<file path="src/rtl/sv_clkgen_pkg.sv">
package sv_clkgen_pkg;
  localparam int unsigned DATA_W   = 8;
  localparam int unsigned CODE_W   = 3;
  localparam int unsigned NUM_TAPS = 2;
  localparam int unsigned TAP_VCLK = 0;
  localparam int unsigned TAP_SCLK = 1;
  localparam int unsigned OUT_W    = CODE_W * NUM_TAPS;
  localparam int unsigned SRC_W    = 3;
  localparam int unsigned NIB_W    = 4;

  localparam logic [OUT_W-1:0] OUT_RST = 6'b110110;

  function automatic logic [SRC_W-1:0] decode_src(input logic [NIB_W-1:0] nib);
    unique case (nib)
      4'd1:       return 3'd1;
      4'd2:       return 3'd2;
      4'd3, 4'd4: return 3'd3;
      4'd8:       return 3'd4;
      default:    return 3'd0;
    endcase
  endfunction

  function automatic logic code_off(input logic [CODE_W-1:0] code);
    return code[CODE_W-1] & code[CODE_W-2];
  endfunction
endpackage

</file>
<file path="src/rtl/sv_clkgen_regs.sv">
module sv_clkgen_regs
  import sv_clkgen_pkg::*;
(
  input  logic              clk_i,
  input  logic              rst_ni,
  input  logic              soft_rst_i,
  input  logic              wr_en_i,
  input  logic              wr_addr_i,
  input  logic [DATA_W-1:0] wr_data_i,
  output logic [NIB_W-1:0]  in_sel_o,
  output logic [OUT_W-1:0]  out_sel_o,
  output logic              changed_o
);
  logic [NIB_W-1:0] in_q;
  logic [OUT_W-1:0] out_q;
  logic             wr_in, wr_out;

  assign wr_in  = wr_en_i & ~wr_addr_i;
  assign wr_out = wr_en_i &  wr_addr_i;

  always_ff @(posedge clk_i or negedge rst_ni) begin
    if (!rst_ni) begin
      in_q  <= '0;
      out_q <= OUT_RST;
    end else if (soft_rst_i) begin
      in_q  <= '0;
      out_q <= OUT_RST;
    end else begin
      if (wr_in)  in_q  <= wr_data_i[NIB_W-1:0];
      if (wr_out) out_q <= wr_data_i[OUT_W-1:0];
    end
  end

  assign changed_o = soft_rst_i
                   | (wr_in  & (wr_data_i[NIB_W-1:0] != in_q))
                   | (wr_out & (wr_data_i[OUT_W-1:0] != out_q));

  assign in_sel_o  = in_q;
  assign out_sel_o = out_q;

  a_r7_soft_defaults: assert property (@(posedge clk_i) disable iff (!rst_ni)
    soft_rst_i |=> (in_q == '0) && (out_q == OUT_RST));

  a_r2_upper_ignored: assert property (@(posedge clk_i) disable iff (!rst_ni)
    (wr_in && !soft_rst_i) |=> in_q == $past(wr_data_i[NIB_W-1:0]));
endmodule

</file>
<file path="src/rtl/sv_clkgen_counter.sv">
module sv_clkgen_counter #(
  parameter int unsigned CNT_W = 8
) (
  input  logic             clk_i,
  input  logic             rst_ni,
  input  logic             clr_i,
  output logic [CNT_W-1:0] cnt_o
);
  always_ff @(posedge clk_i or negedge rst_ni) begin
    if (!rst_ni)    cnt_o <= '0;
    else if (clr_i) cnt_o <= '0;
    else            cnt_o <= cnt_o + 1'b1;
  end

  a_r5_clear_holds: assert property (@(posedge clk_i) disable iff (!rst_ni)
    clr_i |=> cnt_o == '0);

  a_r4_step: assert property (@(posedge clk_i) disable iff (!rst_ni)
    !clr_i |=> cnt_o == CNT_W'($past(cnt_o) + 1'b1));
endmodule

</file>
<file path="src/rtl/sv_clkgen_tap.sv">
module sv_clkgen_tap
  import sv_clkgen_pkg::*;
#(
  parameter int unsigned CNT_W = 8
) (
  input  logic              clk_i,
  input  logic              rst_ni,
  input  logic [CNT_W-1:0]  cnt_i,
  input  logic [CODE_W-1:0] code_i,
  output logic              clk_o
);
  logic off, tap_d;

  assign off = code_off(code_i);

  always_comb begin
    tap_d = 1'b0;
    if (!off && (int'(code_i) < int'(CNT_W))) tap_d = cnt_i[code_i];
  end

  // registered tap keeps the output glitch-free
  always_ff @(posedge clk_i or negedge rst_ni) begin
    if (!rst_ni) clk_o <= 1'b0;
    else         clk_o <= tap_d;
  end

  a_r3_off_low: assert property (@(posedge clk_i) disable iff (!rst_ni)
    off |=> !clk_o);
endmodule

</file>
<file path="src/rtl/sv_clkgen_settle.sv">
module sv_clkgen_settle #(
  parameter int unsigned SETTLE_CYC = 3
) (
  input  logic clk_i,
  input  logic rst_ni,
  input  logic load_i,
  output logic valid_o
);
  localparam int unsigned CW = (SETTLE_CYC < 1) ? 1 : $clog2(SETTLE_CYC + 1);
  localparam logic [CW-1:0] LOAD_V = CW'(SETTLE_CYC);

  logic [CW-1:0] cnt_q;

  always_ff @(posedge clk_i or negedge rst_ni) begin
    if (!rst_ni)            cnt_q <= LOAD_V;
    else if (load_i)        cnt_q <= LOAD_V;
    else if (cnt_q != '0)   cnt_q <= cnt_q - 1'b1;
  end

  assign valid_o = (cnt_q == '0);

  a_r8_settle_start: assert property (@(posedge clk_i) disable iff (!rst_ni)
    load_i |=> !valid_o);

  a_r8_stays_valid: assert property (@(posedge clk_i) disable iff (!rst_ni)
    (valid_o && !load_i) |=> valid_o);
endmodule

</file>
<file path="src/rtl/sv_clkgen_top.sv">
module sv_clkgen_top
  import sv_clkgen_pkg::*;
#(
  parameter int unsigned CNT_W      = 8,
  parameter int unsigned SETTLE_CYC = 3
) (
  input  logic              clk_i,
  input  logic              rst_ni,
  input  logic              hw_rst_i,
  input  logic              sw_rst_i,
  input  logic              wr_en_i,
  input  logic              wr_addr_i,
  input  logic [DATA_W-1:0] wr_data_i,
  output logic [SRC_W-1:0]  src_sel_o,
  output logic              sclk_o,
  output logic              vclk_o,
  output logic              clock_valid_o
);
  logic [NIB_W-1:0]    in_sel;
  logic [OUT_W-1:0]    out_sel;
  logic                changed, soft_rst, sync_clr;
  logic [CNT_W-1:0]    cnt;
  logic [NUM_TAPS-1:0] tap_clk;
  logic [CODE_W-1:0]   vcode, scode;

  assign soft_rst = hw_rst_i | sw_rst_i;

  sv_clkgen_regs u_regs (
    .clk_i      (clk_i),
    .rst_ni     (rst_ni),
    .soft_rst_i (soft_rst),
    .wr_en_i    (wr_en_i),
    .wr_addr_i  (wr_addr_i),
    .wr_data_i  (wr_data_i),
    .in_sel_o   (in_sel),
    .out_sel_o  (out_sel),
    .changed_o  (changed)
  );

  assign src_sel_o = decode_src(in_sel);
  assign vcode     = out_sel[TAP_VCLK*CODE_W +: CODE_W];
  assign scode     = out_sel[TAP_SCLK*CODE_W +: CODE_W];
  // both outputs disabled is the sync pattern
  assign sync_clr  = code_off(vcode) & code_off(scode);

  sv_clkgen_counter #(.CNT_W(CNT_W)) u_cnt (
    .clk_i  (clk_i),
    .rst_ni (rst_ni),
    .clr_i  (sync_clr),
    .cnt_o  (cnt)
  );

  for (genvar t = 0; t < NUM_TAPS; t++) begin : g_tap
    sv_clkgen_tap #(.CNT_W(CNT_W)) u_tap (
      .clk_i  (clk_i),
      .rst_ni (rst_ni),
      .cnt_i  (cnt),
      .code_i (out_sel[t*CODE_W +: CODE_W]),
      .clk_o  (tap_clk[t])
    );
  end

  assign vclk_o = tap_clk[TAP_VCLK];
  assign sclk_o = tap_clk[TAP_SCLK];

  sv_clkgen_settle #(.SETTLE_CYC(SETTLE_CYC)) u_settle (
    .clk_i   (clk_i),
    .rst_ni  (rst_ni),
    .load_i  (changed),
    .valid_o (clock_valid_o)
  );

  a_r6_phase: assert property (@(posedge clk_i) disable iff (!rst_ni)
    ($rose(sclk_o) && $stable(out_sel) && $past($stable(out_sel)) &&
     !code_off(vcode) && (vcode < scode)) |-> $fell(vclk_o));

  a_r7_soft_src: assert property (@(posedge clk_i) disable iff (!rst_ni)
    soft_rst |=> (src_sel_o == '0) && !clock_valid_o);
endmodule

</file>
<file path="config.mk">
export PLATFORM = sky130hd
export DESIGN_NAME = sv_clkgen_top
export DESIGN_NICKNAME = d
export VERILOG_FILES = /design/src/rtl/sv_clkgen_pkg.sv /design/src/rtl/sv_clkgen_regs.sv /design/src/rtl/sv_clkgen_counter.sv /design/src/rtl/sv_clkgen_tap.sv /design/src/rtl/sv_clkgen_settle.sv /design/src/rtl/sv_clkgen_top.sv
export SDC_FILE = /design/constraint.sdc
export NUM_CORES = 1
export LEC_CHECK = 0
export BUFFER_PORTS_ARGS = -buffer_cell sky130_fd_sc_hd__buf_2
export CORE_ASPECT_RATIO = 1.1
export CORE_MARGIN = 5
export CORE_UTILIZATION = 40
export DETAILED_ROUTE_END_ITERATION = 16
export HOLD_SLACK_MARGIN = 0.15
export SLEW_MARGIN = 20
export SYNTH_ARGS = -nofsm -noshare
export SYNTH_HDL_FRONTEND = slang
export SYNTH_HIERARCHICAL = 1
export SYNTH_SLANG_ARGS = --single-unit
</file>
<file path="constraint.sdc">
create_clock -name clk_i -period 1.3 [get_ports clk_i]
set_clock_uncertainty 0.1 [all_clocks]
set_input_delay 0.26 -clock clk_i [delete_from_list [all_inputs] [get_ports clk_i]]
set_output_delay 0.26 -clock clk_i [all_outputs]
set_load 0.03 [all_outputs]
</file>
==> After elaboration in Yosys (flattened, before gate mapping) <==
Cells that the tools add are included.
{ "op_classes": {"mul": 0, "n_reduce_logical": 6, "shift": 0, "n_eq_ne": 7, "mux": 14, "bitwise_logic": 11, "div": 0, "magnitude_cmp": 2, "n_addsub": 2} }
{ "ops": {"columns": ["op", "n"], "rows": [
  ["2-to-1 mux 6 bit", 2],
  ["one-hot mux 3 bit (4 select lines)", 1],
  ["adder 8 x 1 -> 8 bit, second input constant", 1],
  ["== test 4 x 2 -> 1 bit, second input constant", 2],
  ["< comparator 3 x 4 -> 1 bit, second input constant", 2],
  ["2-to-1 mux 4 bit", 2],
  ["2-to-1 mux 8 bit", 1],
  ["nonzero test 2 bit", 4],
  ["bitwise AND 1 bit", 7],
  ["binary-select mux 1 bit (select 3 bit)", 2],
  ["!= test 6 bit", 1],
  ["== test 4 x 1 -> 1 bit, second input constant", 1],
  ["== test 4 x 3 -> 1 bit, second input constant", 1],
  ["== test 4 bit, second input constant", 1],
  ["2-to-1 mux 1 bit", 4],
  ["2-to-1 mux 2 bit", 2],
  ["!= test 4 bit", 1],
  ["OR 1 bit", 3],
  ["zero test 2 bit", 1],
  ["OR reduction 2 bit", 1],
  ["subtractor 2 x 1 -> 2 bit, second input constant", 1],
  ["inverter 1 bit", 1]
]} }
{ "totals": {"latch_bits": 0, "output_inout_bits": 6, "inputBits": 14, "mem_bits_ro": 0, "ramBits": 0, "n_memories": 0, "reg_bits": 22, "wordCells": 48} }

==> Logic depth before layout (Yosys ltp) <==
Gate-level depths: netlist of run 1.
{ "depth": {"ltp_word": 6, "ltp_mapped": 5, "mapped_depth_nobuf": 5} }

==> By module <==
Netlist of run 1, hierarchy kept.
{ "modules_own_cells": {"columns": ["module", "cells_per_inst", "n_inst", "area_per_inst_um2"], "rows": [
  ["sv_clkgen_regs", 54, 1, 570.5],
  ["sv_clkgen_counter", 34, 1, 352.8],
  ["sv_clkgen_tap", 6, 2, 76.3],
  ["sv_clkgen_settle", 9, 1, 100.1],
  ["sv_clkgen_top", 8, 1, 57.6]
]} }

==> Worst setup path before layout of run 1 <==
OpenSTA, ideal clock, no wires.
{ "synth_path": {"path_kind": "reg-to-output", "start": "register u_regs.in_q[1], in the netlist u_regs/in_sel_o[1]", "end": "output src_sel_o[2]", "t_required_ns": 0.940, "arrival_ns": 1.485, "path_stages_with_launch": 2, "setup_slack_ns": -0.545, "path_buffers": 0, "path_cell_list": "dfrtp_1 -> nor4b_1"} }
{ "synth_between": {"elab_chain_len": 3, "elab_cells_between_ends": 7} }
{ "synth_rtl": {"columns": ["element", "line_no", "source"], "rows": [
  ["start, declared", "sv_clkgen_regs.sv:14", "logic [NIB_W-1:0] in_q;"],
  ["start signal, assigned", "sv_clkgen_regs.sv:29", "if (wr_in) in_q <= wr_data_i[NIB_W-1:0];"],
  ["== test 4 x 2 -> 1 bit / == test 4 x 3 -> 1 bit (equally long branches)", "sv_clkgen_pkg.sv:14", "unique case (nib)"],
  ["OR reduction 2 bit", "sv_clkgen_pkg.sv:14", null],
  ["one-hot mux 3 bit (4 select lines) (*)", "sv_clkgen_pkg.sv:14", null],
  ["end, declared", "sv_clkgen_top.sv:14", "output logic [SRC_W-1:0] src_sel_o,"]
]} }
Mark *: on every way between the ends. The rest lies on a longest branch, timed or not.

==> Worst setup path after layout of run 1 <==
{ "layout_path": {"start": "register u_regs.in_q[1], in the netlist u_regs/in_sel_o[1]", "end": "output src_sel_o[1]"} }
Same word-level chain as after synthesis.

==> results.json, run 1 <==
{
  "final.setup.tns_ns": -2.228,
  "syn_area_per_cell_sq_um": 10.66,
  "min_period_ns": 1.884,
  "powerDensity_nw_per_um2": 875.7,
  "drtIter0Drc": 14,
  "violations": "setup timing",
  "grt_pass1_vias": 966,
  "layout-drive-gt1-share_pct": 51.02,
  "hp-class": "in -> reg",
  "grt_pass1_wl_um": 4547,
  "grt_usage_pct": 15.45,
  "wire_per_inst_um": 14.23,
  "fin_util_pct": 57.82,
  "drv_slew": 0,
  "place_ws_ns": -0.3073,
  "syn-num-nets": 122,
  "cp_cell_sequence": "or4b_4 -> o21ai_4 -> buf_6",
  "grt_antenna_before_repair": 0,
  "p_sw_share_pct": 23.97,
  "place.gp.congestion": 0.7660,
  "clock-root-buffer": "clkbuf_4",
  "crit_path_max_fanout": 2,
  "power_switching_mw": 0.3340,
  "drc": 0,
  "final_nets": 164,
  "p_int_mw": 1.060,
  "hold_viol": 0,
  "syn_inst": 106,
  "rows": 20,
  "cts_tree": "yes",
  "area_growth_pct": 40.86,
  "ant_nets": 0,
  "dp_cells": 171,
  "portBuffers": 17,
  "crit_type": "reg -> out",
  "whs_ns": 0.1674,
  "fmax_ghz": 0.5308,
  "num_vias": 918,
  "antenna_cells": 0,
  "worstSetupEndpointType": "output port",
  "grt_max_degree": 21,
  "place_hpwl_um": 1912,
  "setup_violations": 7,
  "firstDrtPassIters": 4,
  "critPathLaunchType": "flip-flop",
  "clock_latency_ns": 0.31,
  "setup_ws_ns": -0.5840,
  "ir_drop_mv": 0.6115,
  "max_stage_delay_ns": 0.58,
  "ios": 20,
  "routed_wirelength_um": 2561,
  "initial_core_util_pct": 41.05,
  "overflow": 0,
  "ys.warnings.count": 6,
  "rsz0062_at_grt": "yes",
  "core_area_sq_um": 2753,
  "cp.arrival_ns": 1.52,
  "power.share.clock_pct": 37.7,
  "slew-limit-headroom_pct": 70.15,
  "cts_max_level": 1,
  "worst_pin_slew_ns": 0.4477,
  "cts.sinks": 20,
  "slowest_stage": "or4b_4",
  "worstPathRequired_ns": 0.94,
  "outcome": "complete, but fails checks",
  "finalNonFillerCells": 180,
  "die_area_sq_um": 3989,
  "chipHeight_um": 65.74,
  "leakagePower_nw": 0.7365,
  "seqPwrFrac_pct": 47.4,
  "post_drt_via_cell_ratio": 5.100,
  "power_frac_comb_pct": 15.0,
  "cts_made_buffers": 3,
  "path_clk_slew_ns": 0.12,
  "maxCapViolations": 0,
  "fin_crit_sh_pct": 144.9,
  "die_w_um": 60.68,
  "clock_path_buffers": 2,
  "syn-cell-area_sq_um": 1130
}
[worst paths after layout]
kind	to	startpoint	cells after the start	slack (ns)
setup / recovery	src_sel_o[1]	u_regs/in_sel_o[1]	3	-0.58
min in group asynchronous	u_cnt/cnt_o[4]	rst_ni	2	0.30
hold reg to reg	u_cnt/cnt_o[0]	u_cnt/cnt_o[0]	1	0.41
max in group asynchronous	u_settle/cnt_q[0]	rst_ni	2	0.46
setup reg to reg	u_settle/cnt_q[1]	u_regs/out_sel_o[2]	5	-0.24
hold / removal	u_regs/in_sel_o[1]	wr_data_i[1]	3	0.17
[state kept, by name, summed over array words and instances, names as in the netlist]
register and flops:
u_cnt/cnt_o 6, u_regs/in_sel_o 4, g_tap.u_tap/clk_o 2, u_settle/cnt_q 2, u_regs/out_sel_o 6
[what timing repair did]
action                                 in CTS  in global routing
resized for setup                          14                  8
setup buffers                               2                  1
endpoints found under the hold margin      21                  0
hold buffers                                2                  0
setup endpoints to repair                   8                 14
pin swaps                                   3                  2
[layout by cell type (no fill, tap or decap), types with 2 or more instances in the layout]
| master | n |
|---|---|
| buf_4 | 22 |
| buf_2 | 13 |
| dfrtp_1 | 12 |
| nor2_1 | 10 |
| nand3_1 | 7 |
| mux2i_1 | 6 |
| xor2_1 | 6 |
| dfstp_2 | 6 |
| xnor2_1 | 5 |
| a211o_1 | 5 |
| nand2b_1 | 4 |
| buf_6 | 4 |
| and3_2 | 4 |
| clkbuf_4 | 3 |
| nand2_1 | 3 |
| xnor2_2 | 3 |
| o21ai_4 | 2 |
| inv_1 | 2 |
| mux4_2 | 2 |
| o2bb2ai_2 | 2 |
| dlygate4sd3_1 | 2 |
| dfrtp_2 | 2 |
| a21oi_1 | 2 |
| inv_2 | 2 |
[power by group through the flow]
stage               clock (mW)  sequential, mW  combinational (mW)
finish                   0.525           0.660               0.209
detailed placement           0           0.670               0.186
CTS                      0.537           0.659               0.200
global placement             0           0.669               0.181
floorplan                    0           0.672               0.102
global route             0.573           0.664               0.231
[metal layers]
metal  track usage (%)  vias to the layer above  wire, um
li1                  -                      455         -
met3             2.554                        4        88
met2             26.87                       17      1344
met4             8.130                        0        61
met5                 0                        -         0
met1             17.53                      442      1067
[critical path, delay by kind of cell (launching register included)]
kind / cells / cell delay, ns
buf+inv: 1 / 0.14
simple gates: 1 / 0.58
compound gates: 1 / 0.09
flops: 1 / 0.40
[layout make-up]
type | count | area [sq um]
Multi-Input combinational cell | 78 | 676.9
Clock inverter | 1 | 30.03
Clock buffer | 3 | 22.52
Inverter | 4 | 15.01
Timing Repair Buffer | 41 | 295.3
Sequential cell | 20 | 510.5
Tap cell | 33 | 41.29
Fill cell | 236 | 1161
[through the flow]
| step | total power, mW | area, sq um |
|---|---|---|
| 6_report | 1.394 | 1592 |
| 4_1_cts | 1.396 | 1540 |
| 3_5_place_dp | 0.8560 | 1403 |
| 5_1_grt | 1.468 | 1592 |
| 3_3_place_gp | 0.8499 | 1403 |
| 2_1_floorplan | 0.7737 | 1164 |
Power figures use the tool's default switching activity.
==> run 2, diff against run 1 <==
BUFFER_PORTS_ARGS = -buffer_cell sky130_fd_sc_hd__clkbuf_2   (was -buffer_cell sky130_fd_sc_hd__buf_2)
==> run 2 against run 1 <==
Against the previous run: the run still ends with setup timing left; wire length shrank 0.70%; combinational power hardly changed; largest cell class unchanged; core utilization grew 0.41 points; critical path type unchanged.
==> results.json, run 2 (synthesized netlist as in run 1, its figures left out) <==
{
  "routed_wirelength_um": 2543,
  "p_sw_share_pct": 22.85,
  "hold_viol": 0,
  "power.share.clock_pct": 36.8,
  "final_common_cell": "buf_4",
  "firstDrtPassIters": 4,
  "rows": 20,
  "ios": 20,
  "leakagePower_nw": 0.7387,
  "rsz0062_at_grt": "yes",
  "fmax_ghz": 0.5350,
  "ant_nets": 0,
  "drc": 0,
  "cts_max_level": 1,
  "setup_ws_ns": -0.5691,
  "cts.sinks": 20,
  "fin_area_sq_um": 1603,
  "worstPathRequired_ns": 0.94,
  "grt_antenna_before_repair": 0,
  "antenna_cells": 0,
  "clock-root-buffer": "clkbuf_4",
  "place_hpwl_um": 1872,
  "initial_core_util_pct": 41.05,
  "grt_max_degree": 21,
  "ir_drop_mv": 0.5662,
  "crit_type": "reg -> out",
  "cts_made_buffers": 3,
  "whs_ns": 0.1745,
  "num_vias": 909,
  "clock_latency_ns": 0.30,
  "grt_pass1_vias": 986,
  "die_area_sq_um": 3989,
  "worst_pin_slew_ns": 0.4868,
  "crit_path_max_fanout": 2,
  "critPathLaunchType": "flip-flop",
  "powerDensity_nw_per_um2": 856.3,
  "overflow": 0,
  "wl_met1_um": 1036,
  "chipHeight_um": 65.74,
  "post_drt_via_cell_ratio": 5.022,
  "outcome": "complete, but fails checks",
  "p_total_mw": 1.372,
  "worstSetupEndpointType": "output port",
  "min_period_ns": 1.869,
  "core_area_sq_um": 2753,
  "slew-limit-headroom_pct": 67.54,
  "setup_violations": 8,
  "top_layer_used": "met4",
  "maxCapViolations": 0,
  "seqPwrFrac_pct": 48.0,
  "grt_pass1_wl_um": 4443,
  "violations": "setup timing",
  "cts_tree": "yes",
  "drtIter0Drc": 18,
  "area_growth_pct": 41.86,
  "dpl_cell_area_sq_um": 1410,
  "fin_crit_sh_pct": 143.8,
  "power_frac_comb_pct": 15.2,
  "route.met2.wl_um": 1408,
  "cp.arrival_ns": 1.51,
  "drv_slew": 0,
  "fin_util_pct": 58.23,
  "portBuffers": 17,
  "power_switching_mw": 0.3136,
  "path_clk_slew_ns": 0.12,
  "die_w_um": 60.68,
  "place.gp.congestion": 0.8111,
  "routed-wl-met3_um": 76,
  "clock_path_buffers": 2,
  "wire_per_inst_um": 14.05,
  "layout_common_cells": "buf_4 (21), clkbuf_2 (13), dfrtp_1 (12), nor2_1 (10)",
  "hp-class": "in -> reg",
  "p_int_mw": 1.059,
  "grt_usage_pct": 14.66,
  "layout-drive-gt1-share_pct": 50.00,
  "final_nets": 165
}
run 2: changes by cell type in the layout (fill, tap and decap cells not counted):
cell / previous run / this run
buf_2: 13 / 0
clkbuf_2: 0 / 13
buf_8: 0 / 3
xnor2_1: 5 / 7
xnor2_2: 3 / 1
a21oi_1: 2 / 3
a21oi_2: 1 / 0
buf_4: 22 / 21
buf_6: 4 / 3
clkbuf_8: 0 / 1
dlygate4sd3_1: 2 / 1
run 2: worst paths after layout:
path,start,endpoint,slack [ns],depth (start not counted)
max,u_regs/in_sel_o[0],src_sel_o[0],-0.57,3
min,wr_data_i[2],u_regs/in_sel_o[2],0.17,3
max reg2reg,u_regs/in_sel_o[0],u_settle/cnt_q[1],-0.26,7
min reg2reg,u_cnt/cnt_o[0],u_cnt/cnt_o[0],0.44,1
max in group asynchronous,rst_ni,u_settle/cnt_q[0],0.41,2
min in group asynchronous,rst_ni,u_regs/in_sel_o[0],0.33,2
run 2: layout make-up:
cell class	count	area, sq um
fillers	241	1150
multi-input cells	78	658.1
clock inverters	1	30.03
repair buffers	42	325.3
well taps	33	41.29
clock buffers	3	22.52
flip-flops and latches	20	510.5
inverters	4	15.01
run 2: metrics by stage:
step           cells  TNS [ns]  setup slack (ns)
3_5_place_dp     172    -1.218           -0.3083
6_report         181    -2.320           -0.5691
5_1_grt          181    -2.689           -0.6179
4_1_cts          178    -2.271           -0.5936
2_1_floorplan    106   -0.7187           -0.1712
3_3_place_gp     172    -1.066           -0.2715
run 2: worst max-delay path: stages (launching register included):
cell     delay (ns)
dfrtp_1        0.41
or4b_4         0.58
o21ai_4        0.09
buf_8          0.13
run 2: what timing repair did:
| action | 4_1_cts | 5_1_grt |
|---|---|---|
| pin swaps | 4 | 4 |
| gates resized for setup | 18 | 8 |
| hold buffers | 1 | 0 |
| endpoints found under the setup margin | 8 | 14 |
| buffers inserted | 1 | 4 |
| endpoints found under the hold margin | 14 | 0 |
| gates cloned | 0 | 0 |
run 2: power groups by stage:
stage          sequential (mW)  combinational [mW]  clock (mW)
4_1_cts                  0.659               0.200       0.518
2_1_floorplan            0.672               0.102           0
3_5_place_dp             0.669               0.186           0
6_report                 0.659               0.209       0.505
3_3_place_gp             0.669               0.181           0
5_1_grt                  0.663               0.231       0.549
run 2: routing by layer:
metal / GRT usage, % / vias to the layer above
li1: - / 456
met1: 16.85 / 438
met2: 27.01 / 13
met3: 1.768 / 2
met4: 5.149 / 0
met5: 0 / -
==> run 3, diff against run 2 <==
CTS_BUF_LIST = sky130_fd_sc_hd__clkbuf_16   (was not set)
==> run 3 against run 2 <==
Against the previous run: maximum frequency grew 3.9%; the flow still finishes with violations (setup timing); hold slack gained 0.056 ns; clock power grew 65%; total power grew 24%; sequential share of layout area shrank 0.99 points; combinational power is essentially flat; critical path type unchanged; final area grew 3.2%; critical path depth is the same; first-iteration DRC count shrank 33%.
==> results.json, run 3 (synthesized netlist as in run 1, its figures left out) <==
{
  "worstPathRequired_ns": 0.94,
  "slowest_stage": "or4b_4",
  "cp_cell_sequence": "or4b_4 -> o21ai_4 -> buf_8",
  "die_w_um": 60.68,
  "leakagePower_nw": 0.7578,
  "powerDensity_nw_per_um2": 1030,
  "wire_per_inst_um": 14.50,
  "seqPwrFrac_pct": 38.7,
  "final_nets": 164,
  "critPathLaunchType": "flip-flop",
  "final_common_cell": "buf_4",
  "finalNonFillerCells": 180,
  "p_sw_share_pct": 20.31,
  "worst_pin_slew_ns": 0.4922,
  "grt_pass1_vias": 995,
  "crit_path_max_fanout": 2,
  "post_drt_via_cell_ratio": 5.011,
  "setup_violations": 6,
  "power_switching_mw": 0.3460,
  "max_stage_delay_ns": 0.58,
  "cts_made_buffers": 3,
  "core_area_sq_um": 2753,
  "path_clk_slew_ns": 0.06,
  "slew-limit-headroom_pct": 67.19,
  "cp.arrival_ns": 1.44,
  "p_total_mw": 1.704,
  "maxCapViolations": 0,
  "clock_latency_ns": 0.25,
  "die_area_sq_um": 3989,
  "ir_drop_mv": 0.6562,
  "layout-drive-gt1-share_pct": 50.34,
  "place.gp.congestion": 0.8111,
  "ios": 20,
  "rsz0062_at_grt": "yes",
  "cts.sinks": 20,
  "grt_max_degree": 21,
  "use_met2_pct": 27.81,
  "firstDrtPassIters": 4,
  "num_vias": 902,
  "grt_pass1_wl_um": 4491,
  "hold_viol": 0,
  "portBuffers": 17,
  "drc": 0,
  "met1_usage_pct": 16.98,
  "fin_crit_sh_pct": 138.4,
  "globalRoute.busiestLayer": "met2",
  "dpl_cell_area_sq_um": 1410,
  "cts_max_level": 1,
  "power_frac_comb_pct": 12.4,
  "clock_path_buffers": 2,
  "grt_use_met3_pct": 2.358,
  "place_hpwl_um": 1872,
  "rows": 20,
  "layout_common_cells": "buf_4 (20), clkbuf_2 (13), dfrtp_1 (12), nor2_1 (10)",
  "violations": "setup timing",
  "fmax_ghz": 0.5560,
  "grt_usage_pct": 15.02,
  "area_growth_pct": 46.40,
  "dp_cells": 172,
  "min_period_ns": 1.799,
  "hp-class": "in -> reg",
  "worstSetupEndpointType": "output port",
  "drtIter0Drc": 12,
  "p_int_mw": 1.358,
  "antenna_cells": 0,
  "fillers": 236,
  "outcome": "complete, but fails checks",
  "fin_util_pct": 60.09,
  "fin_area_sq_um": 1654,
  "chipHeight_um": 65.74,
  "drv_slew": 0,
  "grt_antenna_before_repair": 0,
  "place_ws_ns": -0.3083,
  "ant_nets": 0,
  "setup_ws_ns": -0.4987,
  "clock-root-buffer": "clkbuf_16",
  "power.share.clock_pct": 48.9,
  "crit_type": "reg -> out",
  "initial_core_util_pct": 41.05,
  "routed_wirelength_um": 2610,
  "overflow": 0,
  "cts_tree": "yes"
}
-- run 3: path summary, 6_finish.rpt --
path	to	depth (start not counted)	startpoint	slack, ns
worst max register to register	u_settle/cnt_q[1]	5	u_regs/out_sel_o[2]	-0.30
min in group asynchronous	u_regs/in_sel_o[0]	2	rst_ni	0.40
max in group asynchronous	u_regs/in_sel_o[2]	2	rst_ni	0.34
worst max-delay path	src_sel_o[0]	3	u_regs/in_sel_o[0]	-0.50
worst min-delay path	u_regs/in_sel_o[2]	3	wr_data_i[2]	0.23
worst min register to register	u_cnt/cnt_o[0]	1	u_cnt/cnt_o[0]	0.43
-- run 3: area by class of cell --
class                           count  area [sq um]  share of cell area [%]
Inverter                            4         15.01                  0.9077
Tap cell                           33         41.29                   2.496
Clock buffer                        3         75.07                   4.539
Clock inverter                      1         30.03                   1.815
Multi-Input combinational cell     78         664.4                   40.17
Timing Repair Buffer               41         317.8                   19.21
Sequential cell                    20         510.5                   30.86
-- run 3: metrics by stage --
stage / setup TNS (ns) / hold slack [ns]
final: -2.080 / 0.2305
after global routing: -2.346 / 0.2558
after CTS: -2.030 / 0.2326
after detailed placement: -1.218 / 0.1552
after global placement: -1.066 / 0.1419
after floorplan: -0.7187 / -0.1356
-- run 3: worst max-delay path, delay by kind of cell, from the launching register on --
| family | cells | cell delay, ns |
|---|---|---|
| compound gates | 1 | 0.09 |
| buf+inv | 1 | 0.13 |
| flops | 1 | 0.38 |
| simple gates | 1 | 0.58 |
-- run 3: routing by layer --
| layer | up-vias | wire length, um |
|---|---|---|
| met5 | - | 0 |
| met4 | 0 | 18 |
| met3 | 2 | 88 |
| met2 | 16 | 1457 |
| met1 | 428 | 1045 |
| li1 | 456 | - |
-- run 3: timing repair --
action                                 4_1_cts  5_1_grt
hold buffers                                 1        0
endpoints found under the hold margin       14        0
setup buffers                                1        2
pin swaps                                    3        3
resized for setup                           17        9
setup endpoints to repair                    8       14
-- run 3: power groups by stage --
stage                     logic [mW]  clock network [mW]  registers [mW]
after floorplan                0.102                   0           0.672
after global placement         0.181                   0           0.669
after detailed placement       0.186                   0           0.669
after CTS                      0.202               0.848           0.660
after global routing           0.231               0.878           0.663
final                          0.211               0.833           0.660
